<file path="src/rtl/ext_bus_pkg.sv">
package ext_bus_pkg;
    localparam int ADDR_W  = 16;
    localparam int DATA_W  = 8;
    localparam int AREA_W  = 3;
    localparam int N_AREAS = 1 << AREA_W;

    typedef enum logic [2:0] {
        ST_IDLE,
        ST_TI,
        ST_T1,
        ST_T2,
        ST_T3
    } bus_st_e;

    typedef struct packed {
        logic              is_read;
        logic              three;
        logic [AREA_W-1:0] area;
        logic [ADDR_W-1:0] addr;
        logic [DATA_W-1:0] wdata;
    } access_t;

    function automatic logic [AREA_W-1:0] area_of(input logic [ADDR_W-1:0] a);
        return a[ADDR_W-1 -: AREA_W];
    endfunction
endpackage

</file>
<file path="src/rtl/ext_bus_cs_decode.sv">
module ext_bus_cs_decode #(
    parameter int AREA_W  = 3,
    localparam int N_AREAS = 1 << AREA_W
) (
    input  logic               active,
    input  logic [AREA_W-1:0]  area,
    output logic [N_AREAS-1:0] cs_n
);
    for (genvar i = 0; i < N_AREAS; i++) begin : g_cs
        assign cs_n[i] = !(active && (area == AREA_W'(i)));
    end
endmodule

</file>
<file path="src/rtl/ext_bus_idle_policy.sv">
module ext_bus_idle_policy #(
    parameter int AREA_W = 3
) (
    input  logic              prev_valid,
    input  logic              prev_read,
    input  logic [AREA_W-1:0] prev_area,
    input  logic              next_read,
    input  logic [AREA_W-1:0] next_area,
    input  logic              rw_en,
    input  logic              rr_en,
    output logic              insert_idle
);
    logic area_change;
    logic policy_hit;

    always_comb begin
        area_change = prev_area != next_area;
        policy_hit  = next_read ? rr_en : rw_en;
        insert_idle = prev_valid && prev_read && area_change && policy_hit;
    end
endmodule

</file>
<file path="src/rtl/ext_bus_seq.sv">
module ext_bus_seq
    import ext_bus_pkg::*;
(
    input  logic               clk,
    input  logic               rst,
    input  logic               req,
    input  logic               req_we,
    input  logic [ADDR_W-1:0]  req_addr,
    input  logic [DATA_W-1:0]  req_wdata,
    input  logic [N_AREAS-1:0] three_state_mask,
    input  logic               idle_rw_en,
    input  logic               idle_rr_en,
    output logic               ack,
    output logic [DATA_W-1:0]  rdata,
    output logic [ADDR_W-1:0]  bus_addr,
    output logic [N_AREAS-1:0] bus_cs_n,
    output logic               bus_rd_n,
    output logic               bus_wr_n,
    output logic [DATA_W-1:0]  bus_dout,
    output logic               bus_doe,
    input  logic [DATA_W-1:0]  bus_din
);
    bus_st_e           st, st_nxt;
    access_t           cur, incoming;
    logic              final_st, start, ins_idle, active, late;
    logic [AREA_W-1:0] req_area;

    assign req_area = area_of(req_addr);

    always_comb begin
        incoming.is_read = !req_we;
        incoming.three   = three_state_mask[req_area];
        incoming.area    = req_area;
        incoming.addr    = req_addr;
        incoming.wdata   = req_wdata;
    end

    ext_bus_idle_policy #(.AREA_W(AREA_W)) i_policy (
        .prev_valid (final_st),
        .prev_read  (cur.is_read),
        .prev_area  (cur.area),
        .next_read  (!req_we),
        .next_area  (req_area),
        .rw_en      (idle_rw_en),
        .rr_en      (idle_rr_en),
        .insert_idle(ins_idle)
    );

    always_comb begin
        final_st = (st == ST_T3) || (st == ST_T2 && !cur.three);
        start    = req && (st == ST_IDLE || final_st);
        active   = (st == ST_T1) || (st == ST_T2) || (st == ST_T3);
        late     = (st == ST_T2) || (st == ST_T3);
        st_nxt   = st;
        case (st)
            ST_IDLE: st_nxt = req ? ST_T1 : ST_IDLE;
            ST_TI:   st_nxt = ST_T1;
            ST_T1:   st_nxt = ST_T2;
            ST_T2:   st_nxt = cur.three ? ST_T3
                            : (req ? (ins_idle ? ST_TI : ST_T1) : ST_IDLE);
            ST_T3:   st_nxt = req ? (ins_idle ? ST_TI : ST_T1) : ST_IDLE;
            default: st_nxt = ST_IDLE;
        endcase
    end

    always_ff @(posedge clk) begin
        if (rst) begin
            st    <= ST_IDLE;
            cur   <= '0;
            rdata <= '0;
        end else begin
            st <= st_nxt;
            if (final_st && cur.is_read) rdata <= bus_din;
            if (start) cur <= incoming;
        end
    end

    ext_bus_cs_decode #(.AREA_W(AREA_W)) i_decode (
        .active(active),
        .area  (cur.area),
        .cs_n  (bus_cs_n)
    );

    always_comb begin
        ack      = final_st;
        bus_addr = cur.addr;
        bus_dout = cur.wdata;
        bus_rd_n = !(active && cur.is_read);
        bus_wr_n = !(late && !cur.is_read);
        bus_doe  = late && !cur.is_read;
    end


    cs_onehot_chk: assert property (@(posedge clk) disable iff (rst)
        $onehot0(~bus_cs_n));

    cs_area_chk: assert property (@(posedge clk) disable iff (rst)
        !(&bus_cs_n) |-> !bus_cs_n[area_of(bus_addr)]);

    rd_needs_cs_chk: assert property (@(posedge clk) disable iff (rst)
        !bus_rd_n |-> !(&bus_cs_n));

    doe_excl_rd_chk: assert property (@(posedge clk) disable iff (rst)
        bus_doe |-> (bus_rd_n && !(&bus_cs_n)));

    ack_pulse_chk: assert property (@(posedge clk) disable iff (rst)
        ack |=> !ack);

    idle_after_ack_chk: assert property (@(posedge clk) disable iff (rst)
        (st == ST_TI) |-> ($past(ack) && (&bus_cs_n) && !bus_doe && bus_rd_n));

    idle_bus_direct_chk: assert property (@(posedge clk) disable iff (rst)
        (st == ST_IDLE && req) |=> (st == ST_T1));
endmodule

</file>
<file path="config.mk">
export PLATFORM = sky130hd
export DESIGN_NAME = ext_bus_seq
export DESIGN_NICKNAME = d
export VERILOG_FILES = /design/src/rtl/ext_bus_pkg.sv /design/src/rtl/ext_bus_cs_decode.sv /design/src/rtl/ext_bus_idle_policy.sv /design/src/rtl/ext_bus_seq.sv
export SDC_FILE = /design/constraint.sdc
export NUM_CORES = 1
export LEC_CHECK = 0
export ABC_CLOCK_PERIOD_IN_PS = 3900
export BUFFER_PORTS_ARGS = -buffer_cell sky130_fd_sc_hd__buf_2
export CAP_MARGIN = 15
export CORE_MARGIN = 5
export CORE_UTILIZATION = 49
export DETAILED_ROUTE_END_ITERATION = 16
export PLACE_DENSITY = 0.84
export SLEW_MARGIN = 20
export SYNTH_ARGS = -nofsm -noshare
export SYNTH_HDL_FRONTEND = slang
export SYNTH_HIERARCHICAL = 1
export SYNTH_SLANG_ARGS = --single-unit
</file>
<file path="constraint.sdc">
create_clock -name clk -period 3.9 [get_ports clk]
set_input_delay 0.78 -clock clk [delete_from_list [all_inputs] [get_ports clk]]
set_output_delay 0.78 -clock clk [all_outputs]
set_load 0.01 [all_outputs]
</file>
==> reports/metrics.yaml, run 1 <==
drive_gt1_share_pct: 38.4
drc_errors: 0
die_area_mm2: 0.00508
seqPwrFrac_pct: 46.3
clk_latency_ps: 290
clk_pin_slew_ps: 80
grt_setup_unrepaired: "no"
track_usage_pct: 17.5
hold_violations: 0
fp.dieW_um: 71.3
fin_crit_sh_pct: 71.8
drv_cap: 0
post_drt_wl_per_cell_um: 13.4
synth_compound_area_share_pct: 14.8
cts_setup_buffers: 0
fin_skew_ps: 9.07
switching_power_uw: 233
die_y_um: 71.3
max_freq_mhz: 357
crit_type: "register to output port"
hp-class: "register to register"
synth_top_family_by_area: "simple AND/OR/NAND/NOR gates"
power_density_mw_per_mm2: 408
grt_pass1_vias: 1568
antenna_found_initial: 0
synthAdderAreaFrac_pct: 0
final_cell_count_no_fill: 324
routed_via_density: 5.05
cts_resized: 0
layout_min_cycle_time_ps: 2800
fin_setup_tns_ps: 0
crit_path_end_kind: "output port"
vias: 1635
ys_types: 35
clockPowerShare_pct: 37.9
cts_root_buf: "clkbuf_8"
grt_max_degree: 38
core_area_mm2: 0.00366
numClockSinks: 37
synth.area.mux_share_pct: 7.28
htree_num_levels: 2
cts_hold_buf: 0
dpl_cell_area_mm2: 0.00209
drt-pass1-iter-count: 4
setup_viol: 0
numCtsBuffers: 5
syn_area_mm2: 0.00184
fin_area_mm2: 0.00221
synth_warnings: 6
tightest_slew_ps: 1010
p_leak_uw: 0.00104
top_layer: "met4"
gp_congestion: 0.858
seq_area_frac_synth_pct: 40.3
fin_nets: 321
syn_inst: 214
slew_headroom_pct: 32.8
cts_tree: "done"
m1WireLength_mm: 1.77
clk_path_buf_depth: 2
dpl.hpwl_mm: 3.08
drv_slew: 0
cp.arrival_ps: 2020
required_ps: 3120
n_antenna_cell: 0
cp_max_fo: 10
drt_iter0_markers: 74
gr-total-overflow: 0
syn_to_final_growth_pct: 20.3
p_int_uw: 670
post-place-cells: 316
rows: 22
syn-num-nets: 260
dr_wl_met3_um: 394
avgSynthCellArea_um2: 8.59
pwr-share-comb_pct: 15.8
io_pins: 90
grt_pass1_wl_mm: 7.16
ys_seq_elements: 37
synth_xor_area_share_pct: 1.43
initial_core_util_pct: 50.2
vdd_ir_drop_max_uv: 273
synth_top_flop_cell: "dfxtp_1"
synthSimpleGateAreaFrac_pct: 22.0
total_power_uw: 903
nFillCells: 333
port_buffers: 89
postSynth.asyncResetShare_pct: 0
routed_wl_mm: 4.33
sw_frac_of_total_pct: 25.8
synth-edff-count: 0
crit_path_start_kind: "register"
wl_met2_mm: 2.12
status: "finished clean"
final_antenna_net_count: 0
[metrics by stage]
| step | setup WS, ps | hold slack [ps] | util, % |
|---|---|---|---|
| floorplan | 1640 | 437 | - |
| global placement | 1510 | 439 | 57.2 |
| detailed placement | 1440 | 445 | 57.2 |
| CTS | 1100 | 455 | 60.5 |
| global route | 968 | 472 | 60.5 |
| finish | 1100 | 451 | 60.5 |
[path summary, 6_finish.rpt]
kind                             startpoint     endpoint  slack, ps  cells after the start
worst min register to register  bus_dout[5]  bus_dout[5]        450                      2
worst min-delay path            bus_dout[5]  bus_dout[5]        450                      2
worst max register to register        st[0]        st[0]       1660                      9
worst max-delay path                  st[0]  bus_cs_n[0]       1100                      5
[worst max-delay path: stages, from the launching register on]
cell and delay [ps]:
dfxtp_1 400, nor2_1 290, nand2_1 140, nand2_1 240, or4b_1 490, buf_2 160
[layer usage]
layer / vias to the layer above / GRT usage [%]
met5: - / 0
met4: 0 / 4.38
met3: 4 / 6.31
met2: 62 / 31.2
met1: 747 / 19.8
li1: 822 / -
[power groups by stage]
stage,registers (µW),logic [µW],clock network (µW)
2_1_floorplan,420,116,0
5_1_grt,422,159,369
4_1_cts,417,145,351
3_5_place_dp,426,144,0
3_3_place_gp,425,140,0
6_report,418,143,342
[registers in the layout, indices dropped and copies added (netlist names)]
signal    cells
bus_addr     13
bus_dout      8
rdata         8
cur           5
st            3
[logic make-up (layout without fill, tap and decap cells)]
kind of cell | Yosys count | count (layout)
and+or+nand+nor | 83 | 83
AOI/OAI and AO/OA | 41 | 41
buffers and inverters | 38 | 100
DFF | 37 | 37
muxes | 12 | 12
xor gates and xnor gates | 3 | 3
[placed cells by master (no fill, tap or decap), types with 4 or more instances in the layout]
cell	count
a21oi_1	24
nor2_1	12
nand2_1	52
buf_2	89
nand4b_1	4
dfxtp_1	37
clkbuf_8	6
mux2i_1	10
[Yosys cell counts, drive strengths merged, types with 2 or more instances]
library cell | instances | area share (%)
mux2i | 10 | 5.4
dfxtp | 37 | 40
clkbuf | 4 | 0.82
inv | 3 | 0.61
nand2 | 52 | 11
nand4bb | 3 | 1.8
buf | 31 | 13
a211oi | 2 | 1.1
xnor2 | 3 | 1.4
nor2 | 12 | 2.4
nand2b | 2 | 0.68
nor3b | 3 | 1.2
a21oi | 27 | 8.0
a311oi | 2 | 0.95
nand4b | 4 | 1.9
o21ai | 5 | 2.6
[layout make-up]
class | count | area (µm²) | area share (%)
multi-input combinational | 139 | 836 | 37.8
sequential | 37 | 741 | 33.5
timing repair buffer | 89 | 445 | 20.1
clock buffer | 6 | 82.6 | 3.73
tap | 48 | 60.1 | 2.71
clock inverter | 2 | 37.5 | 1.70
inverter | 3 | 11.3 | 0.509
Power figures use the tool's default switching activity.
==> inputs of run 2 (changes only) <==
- ABC_AREA: not set -> 1
- ABC_CLOCK_PERIOD_IN_PS: 3900 -> 2600
- CORE_UTILIZATION: 49 -> 47
- PLACE_DENSITY: 0.84 -> 0.8
- clock period: 3.9 -> 2.6 ns (I/O delays scaled with it)
==> run 2 against run 1 <==
- setup slack worse by 640 ps
- cell count grew 32%
- core utilization decreased by 3.4 points
- critical path type unchanged
- via count rose by 22%
- clock power rose by 70%
- register-to-register slack got worse by 800 ps
- wire length increased by 8.2%
- hold slack better by 8.8 ps
- critical path depth up 2
- synthesized cell count grew 46%
- cell area up 9.9%
- clock-buffer cell count decreased by 1
==> reports/metrics.yaml, run 2 <==
syn_inst: 313  # +46%
cts_root_buf: "clkbuf_8"
cp.arrival_ps: 1620  # -400 ps
setup_viol: 0  # unchanged
numClockSinks: 37  # unchanged
synth_top_flop_cell: "dfxtp_1"
drv_cap: 0  # unchanged
n_antenna_cell: 0  # unchanged
track_usage_pct: 16.7  # -0.89 points
syn_area_mm2: 0.00204  # +11%
synth_top_area_share_pct: 36.4  # -3.9 points
postSynth.asyncResetShare_pct: 0  # unchanged
ys_types: 24  # -31%
die_area_mm2: 0.00575  # +13%
io_pins: 90  # unchanged
hp-class: "register to register"
dpl.hpwl_mm: 3.50  # +14%
post_synth_main_area_contributors: "dfxtp_1 36%, nand2_1 13%, nor2_1 11%, nand3_1 10%, buf_4 8.8%"
pwr-share-comb_pct: 21.3  # +5.5 points
largest_register_ffs: 13  # unchanged
antenna_found_initial: 0  # unchanged
critPathLaunch: "st[0]"
synth_common_cells: "70 x nand2_1, 58 x nor2_1, 42 x nand3_1"
drive_gt1_share_pct: 30.2  # -8.2 points
mostFrequentLayoutCells: "89 x buf_2, 70 x nand2_1, 58 x nor2_1, 42 x nand3_1, 39 x inv_1"
crit_path_end_kind: "output port"
drc_errors: 0  # unchanged
clk_path_buf_depth: 2  # unchanged
vdd_ir_drop_max_uv: 376  # +38%
vias: 1998  # +22%
initial_core_util_pct: 47.8  # -2.5 points
seq_area_frac_synth_pct: 36.4  # -3.9 points
rows: 24  # +9.1%
hold_violations: 0  # unchanged
p_int_uw: 1130  # +69%
slew_headroom_pct: 65.2  # +32 points
crit_chain: "nor2_1, nand2_1, o21ai_0, inv_1, nor2_2, nand2_1, buf_2"
die_y_um: 75.8  # +6.4%
max_freq_mhz: 468
layout_min_cycle_time_ps: 2140
grt_max_degree: 27  # -29%
cts_hold_buf: 0  # unchanged
routed_wl_mm: 4.69  # +8.2%
tightest_slew_ps: 521  # -486 ps
cpMaxStageDelayCell: "dfxtp_1"
avgSynthCellArea_um2: 6.51  # -24%
required_ps: 2080  # -1040 ps
power_density_mw_per_mm2: 648  # +59%
grt_pass1_wl_mm: 7.50  # +4.7%
core_area_mm2: 0.00426  # +16%
synth-edff-count: 0  # unchanged
fin_area_mm2: 0.00243  # +9.9%
gp_congestion: 0.804  # -6.3%
synth_warnings: 6  # unchanged
fin_skew_ps: 3.79  # -5.28 ps
grt_pass1_vias: 1787  # +14%
clk_pin_slew_ps: 70  # about the same
post_drt_wl_per_cell_um: 10.9  # -18%
port_buffers: 89  # unchanged
p_leak_uw: 0.00134  # +29%
routed_via_density: 4.66  # -7.7%
drt_iter0_markers: 77  # +4.1%
whs_ps: 460  # +8.79 ps
syn_to_final_growth_pct: 19.5
drt-pass1-iter-count: 4  # unchanged
final_common_cell: "buf_2"
seqPwrFrac_pct: 41.9  # -4.4 points
synth_area_leader_cell: "dfxtp_1"
switching_power_uw: 443  # +90%
cp_slowest_stage_delay_ps: 340  # -150 ps
cts_setup_buffers: 0  # unchanged
clk_latency_ps: 280  # about the same
gr-total-overflow: 0  # unchanged
ys_seq_elements: 37  # unchanged
rr_startpoint: "st[0]"
cts_resized: 0  # unchanged
crit_path_start_kind: "register"
fin_crit_sh_pct: 82.2
status: "finished clean"
numCtsBuffers: 5  # unchanged
cp_max_fo: 4  # -6
crit_type: "register to output port"
clockPowerShare_pct: 36.8  # -1.1 points
htree_num_levels: 2  # unchanged
fp.dieW_um: 75.8  # +6.4%
final_antenna_net_count: 0  # unchanged
synth.most_common_cell: "nand2_1"
drv_slew: 0  # unchanged
fin_setup_tns_ps: 0  # unchanged
fin_nets: 422  # +31%
syn-num-nets: 359  # +38%
sw_frac_of_total_pct: 28.1  # +2.3 points
dpl_cell_area_mm2: 0.00230  # +9.9%
min_from: "rdata[1]"
cts_tree: "done"
grt_setup_unrepaired: "no"
cpMostUsedCell: "nand2_1"
[run 2: layer usage]
| layer | up-vias | share of wire, % | GRT usage [%] |
|---|---|---|---|
| met4 | 0 | 0.53 | 2.52 |
| met2 | 57 | 49 | 30.7 |
| met1 | 885 | 43 | 19.2 |
| li1 | 1054 | - | - |
| met3 | 2 | 7.5 | 4.88 |
| met5 | - | 0 | 0 |
[run 2: path summary, 6_finish.rpt]
kind            endpoint  slack [ps]  cells past startpoint
max reg2reg        st[0]         860                     11
max          bus_cs_n[2]         460                      7
min reg2reg     rdata[1]         460                      2
min             rdata[1]         460                      2
[run 2: power by group through the flow]
| stage | Combinational [µW] | Sequential (µW) | Clock [µW] |
|---|---|---|---|
| after global placement | 334 | 673 | 0 |
| after global routing | 388 | 670 | 625 |
| after detailed placement | 342 | 674 | 0 |
| after CTS | 344 | 662 | 600 |
| after floorplan | 305 | 661 | 0 |
| final | 336 | 661 | 580 |
[run 2: final cells by class]
cell class	instances	area [µm²]
multi-input combinational	199	876
sequential	37	741
clock inverter	3	65.1
clock buffer	5	68.8
fill	430	1830
timing repair buffer	91	460
tap	52	65.1
inverter	42	158
[run 2: metrics by stage]
step	cells	power [µW]	setup slack, ps	utilization [%]
after CTS	429	1610	448	57.1
after global placement	421	1010	826	53.9
final	429	1580	464	57.1
after detailed placement	421	1020	772	53.9
after floorplan	313	966	1010	-
after global routing	429	1680	315	57.1
[run 2: kinds of logic after synthesis]
| kind of cell | synth area share (%) |
|---|---|
| AOI/OAI and AO/OA | 3.19 |
| xor gates and xnor gates | 0.430 |
| buffers and inverters | 20.6 |
| DFF | 36.4 |
| and+or+nand+nor | 39.4 |
[run 2: critical path: cells and delay by family (launching register included)]
kind                   cells  cell delay, ps
AOI/OAI and AO/OA          1             170
DFF                        1             340
buffers and inverters      2             230
and+or+nand+nor            4             590
